## src/rtl/bpp_pkg.sv

```systemverilog
package bpp_pkg;
  localparam int unsigned PTR_W     = 16;
  localparam int unsigned OFS_W     = 11;
  localparam int unsigned BIT_AUTO  = 14;
  localparam int unsigned BIT_RXSEL = 15;
  localparam logic [7:0]  PTR_HI_RD_MASK = 8'hF7;
  localparam logic [3:0]  REG_PTR_LO = 4'd6;
  localparam logic [3:0]  REG_PTR_HI = 4'd7;
  localparam logic [1:0]  DATA_WIN_TAG = 2'b10;

  typedef logic [OFS_W-1:0] ofs_t;
endpackage

```

## src/rtl/bpp_ptr_reg.sv

```systemverilog
module bpp_ptr_reg
  import bpp_pkg::*;
(
  input  logic             clk_i,
  input  logic             rst_ni,
  input  logic             wr_lo_i,
  input  logic             wr_hi_i,
  input  logic [7:0]       wbyte_i,
  input  logic             inc_i,
  output logic [PTR_W-1:0] ptr_o
);
  logic [PTR_W-1:0] ptr_q;
  ofs_t ofs_inc;

  assign ofs_inc = ptr_q[OFS_W-1:0] + ofs_t'(1);

  always_ff @(posedge clk_i or negedge rst_ni) begin
    if (!rst_ni) begin
      ptr_q <= '0;
    end else if (wr_lo_i) begin
      ptr_q[7:0] <= wbyte_i;
    end else if (wr_hi_i) begin
      ptr_q[15:8] <= wbyte_i;
    end else if (inc_i) begin
      ptr_q[OFS_W-1:0] <= ofs_inc;
    end
  end

  assign ptr_o = ptr_q;
endmodule

```

## src/rtl/bpp_data_map.sv

```systemverilog
module bpp_data_map
  import bpp_pkg::*;
#(
  parameter int unsigned NUM_PAGES = 4,
  parameter int unsigned PN_W      = 8,
  parameter int unsigned PG_W      = 2
) (
  input  logic            rxsel_i,
  input  logic            auto_i,
  input  ofs_t            ofs_i,
  input  logic [1:0]      lane_i,
  input  logic [PN_W-1:0] pkt_num_i,
  input  logic [PN_W-1:0] rx_head_i,
  output logic            page_ok_o,
  output logic [PG_W-1:0] page_o,
  output ofs_t            baddr_o
);
  logic [PN_W-1:0] sel;

  assign sel       = rxsel_i ? rx_head_i : pkt_num_i;
  assign page_ok_o = sel < PN_W'(NUM_PAGES);
  assign page_o    = sel[PG_W-1:0];
  // lane offset only applies without auto-increment; sum wraps at OFS_W bits
  assign baddr_o   = auto_i ? ofs_i : ofs_i + ofs_t'(lane_i);
endmodule

```

## src/rtl/bpp_seq.sv

```systemverilog
module bpp_seq #(
  parameter int unsigned LANES = 4,
  localparam int unsigned IDX_W = (LANES > 1) ? $clog2(LANES) : 1,
  localparam int unsigned DW    = 8 * LANES
) (
  input  logic             clk_i,
  input  logic             rst_ni,
  input  logic             acc_valid_i,
  input  logic             acc_write_i,
  input  logic [3:0]       acc_addr_i,
  input  logic [IDX_W-1:0] acc_len_i,
  input  logic [DW-1:0]    acc_wdata_i,
  output logic             acc_ready_o,
  output logic             acc_done_o,
  output logic [DW-1:0]    acc_rdata_o,
  output logic             op_act_o,
  output logic             op_we_o,
  output logic [3:0]       op_addr_o,
  output logic [7:0]       op_wbyte_o,
  input  logic [7:0]       op_rbyte_i
);
  logic             busy_q, done_q, we_q;
  logic [IDX_W-1:0] idx_q, last_q;
  logic [3:0]       base_q;
  logic [DW-1:0]    wdata_q;
  logic [7:0]       wlane [LANES];
  logic [7:0]       rlane [LANES];
  logic             accept, at_last;

  assign accept  = acc_valid_i && !busy_q;
  assign at_last = busy_q && (idx_q == last_q);

  always_ff @(posedge clk_i or negedge rst_ni) begin
    if (!rst_ni) begin
      busy_q  <= 1'b0;
      done_q  <= 1'b0;
      we_q    <= 1'b0;
      idx_q   <= '0;
      last_q  <= '0;
      base_q  <= '0;
      wdata_q <= '0;
    end else begin
      done_q <= at_last;
      if (accept) begin
        busy_q  <= 1'b1;
        we_q    <= acc_write_i;
        idx_q   <= '0;
        last_q  <= acc_len_i;
        base_q  <= acc_addr_i;
        wdata_q <= acc_wdata_i;
      end else if (at_last) begin
        busy_q <= 1'b0;
      end else if (busy_q) begin
        idx_q <= idx_q + IDX_W'(1);
      end
    end
  end

  for (genvar g = 0; g < LANES; g++) begin : g_lane
    assign wlane[g] = wdata_q[8*g +: 8];
    always_ff @(posedge clk_i or negedge rst_ni) begin
      if (!rst_ni) begin
        rlane[g] <= '0;
      end else if (accept) begin
        rlane[g] <= '0;
      end else if (busy_q && !we_q && idx_q == IDX_W'(g)) begin
        rlane[g] <= op_rbyte_i;
      end
    end
    assign acc_rdata_o[8*g +: 8] = rlane[g];
  end

  assign acc_ready_o = !busy_q;
  assign acc_done_o  = done_q;
  assign op_act_o    = busy_q;
  assign op_we_o     = we_q;
  assign op_addr_o   = base_q + 4'(idx_q);
  assign op_wbyte_o  = wlane[idx_q];
endmodule

```

## src/rtl/bpp_port.sv

```systemverilog
module bpp_port
  import bpp_pkg::*;
#(
  parameter int unsigned NUM_PAGES = 4,
  parameter int unsigned PN_W      = 8,
  parameter int unsigned LANES     = 4,
  localparam int unsigned PG_W  = (NUM_PAGES > 1) ? $clog2(NUM_PAGES) : 1,
  localparam int unsigned IDX_W = (LANES > 1) ? $clog2(LANES) : 1,
  localparam int unsigned DW    = 8 * LANES
) (
  input  logic             clk_i,
  input  logic             rst_ni,
  input  logic             acc_valid_i,
  input  logic             acc_write_i,
  input  logic [3:0]       acc_addr_i,
  input  logic [IDX_W-1:0] acc_len_i,
  input  logic [DW-1:0]    acc_wdata_i,
  output logic             acc_ready_o,
  output logic             acc_done_o,
  output logic [DW-1:0]    acc_rdata_o,
  input  logic [PN_W-1:0]  pkt_num_i,
  input  logic [PN_W-1:0]  rx_head_i,
  output logic             mem_en_o,
  output logic             mem_we_o,
  output logic [PG_W-1:0]  mem_page_o,
  output logic [OFS_W-1:0] mem_addr_o,
  output logic [7:0]       mem_wdata_o,
  input  logic [7:0]       mem_rdata_i
);
  logic             op_act, op_we;
  logic [3:0]       op_addr;
  logic [7:0]       op_wbyte, op_rbyte;
  logic [PTR_W-1:0] ptr_w;
  logic             hit_lo, hit_hi, hit_data, page_ok, data_go;
  logic [PG_W-1:0]  page;
  ofs_t             baddr;

  bpp_seq #(.LANES(LANES)) u_seq (
    .clk_i       (clk_i),
    .rst_ni      (rst_ni),
    .acc_valid_i (acc_valid_i),
    .acc_write_i (acc_write_i),
    .acc_addr_i  (acc_addr_i),
    .acc_len_i   (acc_len_i),
    .acc_wdata_i (acc_wdata_i),
    .acc_ready_o (acc_ready_o),
    .acc_done_o  (acc_done_o),
    .acc_rdata_o (acc_rdata_o),
    .op_act_o    (op_act),
    .op_we_o     (op_we),
    .op_addr_o   (op_addr),
    .op_wbyte_o  (op_wbyte),
    .op_rbyte_i  (op_rbyte)
  );

  assign hit_lo   = op_act && (op_addr == REG_PTR_LO);
  assign hit_hi   = op_act && (op_addr == REG_PTR_HI);
  assign hit_data = op_act && (op_addr[3:2] == DATA_WIN_TAG);
  assign data_go  = hit_data && page_ok;

  bpp_data_map #(.NUM_PAGES(NUM_PAGES), .PN_W(PN_W), .PG_W(PG_W)) u_map (
    .rxsel_i   (ptr_w[BIT_RXSEL]),
    .auto_i    (ptr_w[BIT_AUTO]),
    .ofs_i     (ptr_w[OFS_W-1:0]),
    .lane_i    (op_addr[1:0]),
    .pkt_num_i (pkt_num_i),
    .rx_head_i (rx_head_i),
    .page_ok_o (page_ok),
    .page_o    (page),
    .baddr_o   (baddr)
  );

  bpp_ptr_reg u_ptr (
    .clk_i   (clk_i),
    .rst_ni  (rst_ni),
    .wr_lo_i (hit_lo && op_we),
    .wr_hi_i (hit_hi && op_we),
    .wbyte_i (op_wbyte),
    .inc_i   (data_go && ptr_w[BIT_AUTO]),
    .ptr_o   (ptr_w)
  );

  always_comb begin
    op_rbyte = 8'h00;
    if (hit_lo)       op_rbyte = ptr_w[7:0];
    else if (hit_hi)  op_rbyte = ptr_w[15:8] & PTR_HI_RD_MASK;
    else if (data_go) op_rbyte = mem_rdata_i;
  end

  assign mem_en_o    = data_go;
  assign mem_we_o    = data_go && op_we;
  assign mem_page_o  = page;
  assign mem_addr_o  = baddr;
  assign mem_wdata_o = op_wbyte;
endmodule

```

## config.mk

```make
export PLATFORM = sky130hd
export DESIGN_NAME = bpp_port
export DESIGN_NICKNAME = d
export VERILOG_FILES = /design/src/rtl/bpp_pkg.sv /design/src/rtl/bpp_ptr_reg.sv /design/src/rtl/bpp_data_map.sv /design/src/rtl/bpp_seq.sv /design/src/rtl/bpp_port.sv
export SDC_FILE = /design/constraint.sdc
export NUM_CORES = 1
export LEC_CHECK = 0
export ABC_AREA = 1
export ABC_CLOCK_PERIOD_IN_PS = 3200
export BUFFER_PORTS_ARGS = -buffer_cell sky130_fd_sc_hd__buf_2
export CAP_MARGIN = 40
export CORE_MARGIN = 2
export CORE_UTILIZATION = 43
export DETAILED_ROUTE_END_ITERATION = 10
export PLACE_DENSITY = 0.67
export SLEW_MARGIN = 10
export SYNTH_ARGS = -nofsm -noshare
export SYNTH_HDL_FRONTEND = slang
export SYNTH_SLANG_ARGS = --single-unit
```

## constraint.sdc

```tcl
create_clock -name clk_i -period 3.2 [get_ports clk_i]
set_input_delay 0.16 -clock clk_i [delete_from_list [all_inputs] [get_ports clk_i]]
set_output_delay 0.16 -clock clk_i [all_outputs]
set_load 0.02 [all_outputs]
```

==> key figures <==
Timing
  • Setup ws final: between 0.15 and 0.2 ns
  • Relative slew slack: slightly above 50%
  • F_max: ~330 MHz
  • Least-Margin Pin Slew: ~0.74 ns
  • Post-route clock period utilization: 93.9%
  • Setup-failing EPs final: 0
  • Final min period: between 3 and 4 ns
  • Final Slew Violations: 0
  • RSZ-0062 raised after global routing: false
  • Final Hold Fails: 0
  • Worst Skew: between 0.005 and 0.006 ns
  • Setup TNS: 0 ns
  • WHS: roughly 0.043 ns

Cells and area
  • Most frequent cells in the layout: nand2_1 (211), buf_2 (121), dfrtp_1 (90)
  • Fin area: around 6000 µm²
  • Area grow syn2layout: 22.1%
  • Layout cells sized above 1: 30.3%
  • Most common cell after layout, fill and taps aside: nand2_1
  • Layout Nets: approximately 770
  • N_diodes: 0

Placement
  • GPL Wtd Cong: 0.816
  • Setup WS pre-CTS: 0.486 ns
  • Port Buf Inserts: 122
  • Placed inst area: 5610 µm²
  • Hpwl dp: approximately 9200 µm

Setup path
  • Worst-path cell with the longest stage delay: fa_1
  • Worst Path Required: around 3 ns
  • Crit path capture type: primary output
  • CP peak stage delay: ~0.54 ns
  • Worst Setup Start Kind: register
  • Critical-path cell list: ha_1, fa_1, inv_1, fa_1, nor2_1, nand2_1, nor2_2, nand2_1, xor2_1, buf_2
  • Crit-path max FO: 3
  • Arrival @ worst endpoint: 2.84 ns
  • Kind of critical path: reg -> out

Clock tree
  • Post-CTS setup buffers: 0
  • Reg clk slew, reported paths: approximately 0.070 ns
  • Root buf cell: clkbuf_16
  • CTS Buf Count: 9
  • Clock Path Buffers: 2
  • H-tree Lvls: 3
  • Clk sink count: 90
  • Later-pin clock latency in the skew report: between 0.3 and 0.4 ns
  • CTS tree: built

Detailed routing
  • Total wire length: around 12000 µm
  • ANT nets after route: 0
  • Per-cell routed wire length: approximately 15 µm
  • Vias/cell: ~5
  • Iter 0 DRT Violations: 227
  • # DRC: 0
  • Router iterations before antenna repair: 5
  • Vias: around 4200

Synth
  • Mux cell area share after synthesis: roughly 8%
  • Yosys top cell by area: dfrtp_1
  • Yosys warning total: 0
  • Compound-Gate Fraction of Synth Area: 1.72%
  • Xor and xnor area share after synthesis: ~3.4%
  • Netlist cell types: 34
  • Seq/Total Area, Yosys: 46.2%
  • Synthesized area: roughly 4900 µm²
  • #FFs+latches synth: 90
  • Syn Area/Cell: approximately 8.5 µm²
  • Synth Area in Adders: 3.13%
  • Synth Net Count: between 600 and 700
  • Largest family of logic cells by synthesized area: simple AND/OR/NAND/NOR gates
  • Cell count after synthesis: between 500 and 600
  • Synth top area cells: dfrtp_1 (46%), nand2_1 (16%), mux2_2 (8.1%)
  • Synth top area share: approximately 46%
  • Simple-gate share of the synthesized area: 31.8%

Pwr
  • Peak VDD IR: about 0.63 mV
  • Pwr dens: a little under 1000 nW/µm²
  • Leakage: roughly 0.0033 µW

Global route
  • GRT Util Overall: about a fifth
  • Vias in the first global route: 4106
  • Initial antenna violation count: 0
  • Largest net degree at the start of global routing: just over 60
  • Grt ovf: 0
  • First-pass GRT wire length: between 20000 and 25000 µm

Floorplanning
  • Row cnt: 38
  • Die height: 110 µm
  • Die width: about 110 µm
  • Core Area: 10900 µm²
  • Die footprint: ~12000 µm²
  • Initial core utilization: around 45%
  • I/O pins: 123

Min path
  • Min-delay worst type: in -> reg

Outcome
  • Status: completed

Job
  • Max Cap Viol: 0
[where the power goes]
group | switching, µW | internal (µW)
logic | 1850 | 964
registers | 356 | 1550
clock network | 474 | 692
total | 2680 | 3200
[per-stage QoR]
stage | power, µW | instances | util [%]
floorplan | 3940 | 571 | -
global placement | 4670 | 816 | 51.1
detailed placement | 4760 | 817 | 51.3
CTS | 5930 | 834 | 54.4
global route | 6340 | 834 | 54.4
finish | 5890 | 834 | 54.4
[cells in the mapped netlist, drive strengths merged]
cell,count
nand2,219
dfrtp,90
nand3,70
inv,46
mux2,35
nand4,21
nor2,19
buf,15
xor2,13
o21ai,10
ha,9
a21oi,5
clkbuf,5
xnor2,5
nor3,3
fa,2
and2,1
clkinv,1
nand3b,1
o2111ai,1
[metal layers]
layer	up-vias	global-route usage, %	part of all wire (%)
li1	2074	-	-
met4	0	6.33	1.6
met2	123	33.0	47
met5	-	0	0
met3	14	5.49	6.5
met1	1978	27.2	45
[flip-flops by register name, summed over array words and instances, names as in the netlist]
name / flops
u_seq.idx_q: 2
u_ptr.ptr_o: 15
u_seq.acc_done_o: 1
u_seq.op_we_o: 1
u_seq.base_q: 4
u_seq.last_q: 2
u_seq.wdata_q: 32
u_seq.op_act_o: 1
u_seq.acc_rdata_o: 32
[logic make-up after synthesis]
| group | after synthesis |
|---|---|
| mux | 35 |
| buf+inv | 67 |
| fa+ha+maj | 11 |
| compound gates | 16 |
| flops | 90 |
| simple gates | 334 |
| xor+xnor | 18 |
[path summary, 6_finish.rpt]
path | cells after the start | slack (ns) | end | from
max | 10 | 0.20 | mem_addr_o[8] | u_seq.base_q[0]$_DFFE_PN0P_
min | 2 | 0.04 | u_seq.wdata_q[22]$_DFFE_PN0P_ | acc_wdata_i[22]
max reg2reg | 10 | 0.60 | u_ptr.ptr_o[8]$_DFFE_PN0P_ | u_seq.base_q[0]$_DFFE_PN0P_
min reg2reg | 2 | 0.47 | u_seq.acc_rdata_o[18]$_DFFE_PN0P_ | u_seq.acc_rdata_o[18]$_DFFE_PN0P_
max in group asynchronous | 3 | 2.29 | u_ptr.ptr_o[9]$_DFFE_PN0P_ | rst_ni
min in group asynchronous | 2 | 0.29 | u_seq.acc_done_o$_DFF_PN0_ | rst_ni
[worst max-delay path, delay by kind of cell (launching register included)]
kind | cells | cell delay, ns
flops | 1 | 0.39
buf+inv | 2 | 0.25
fa+ha+maj | 3 | 1.18
simple gates | 4 | 0.55
xor+xnor | 1 | 0.13
[layout make-up]
| cell class | instances | area (µm²) |
|---|---|---|
| fill | 1020 | 4980 |
| clock buffer | 9 | 225 |
| clock inverter | 7 | 98.8 |
| sequential | 90 | 2250 |
| timing repair buffer | 127 | 673 |
| inverter | 47 | 176 |
| tap | 140 | 175 |
| multi-input combinational | 414 | 2350 |
[repair_timing]
item | CTS | global route
gates resized for setup | 0 | 1
hold buffers | 1 | 0
setup endpoints to repair | 0 | 2
hold endpoints to repair | 29 | 0
No activity file was read; power rests on OpenSTA's default activity.
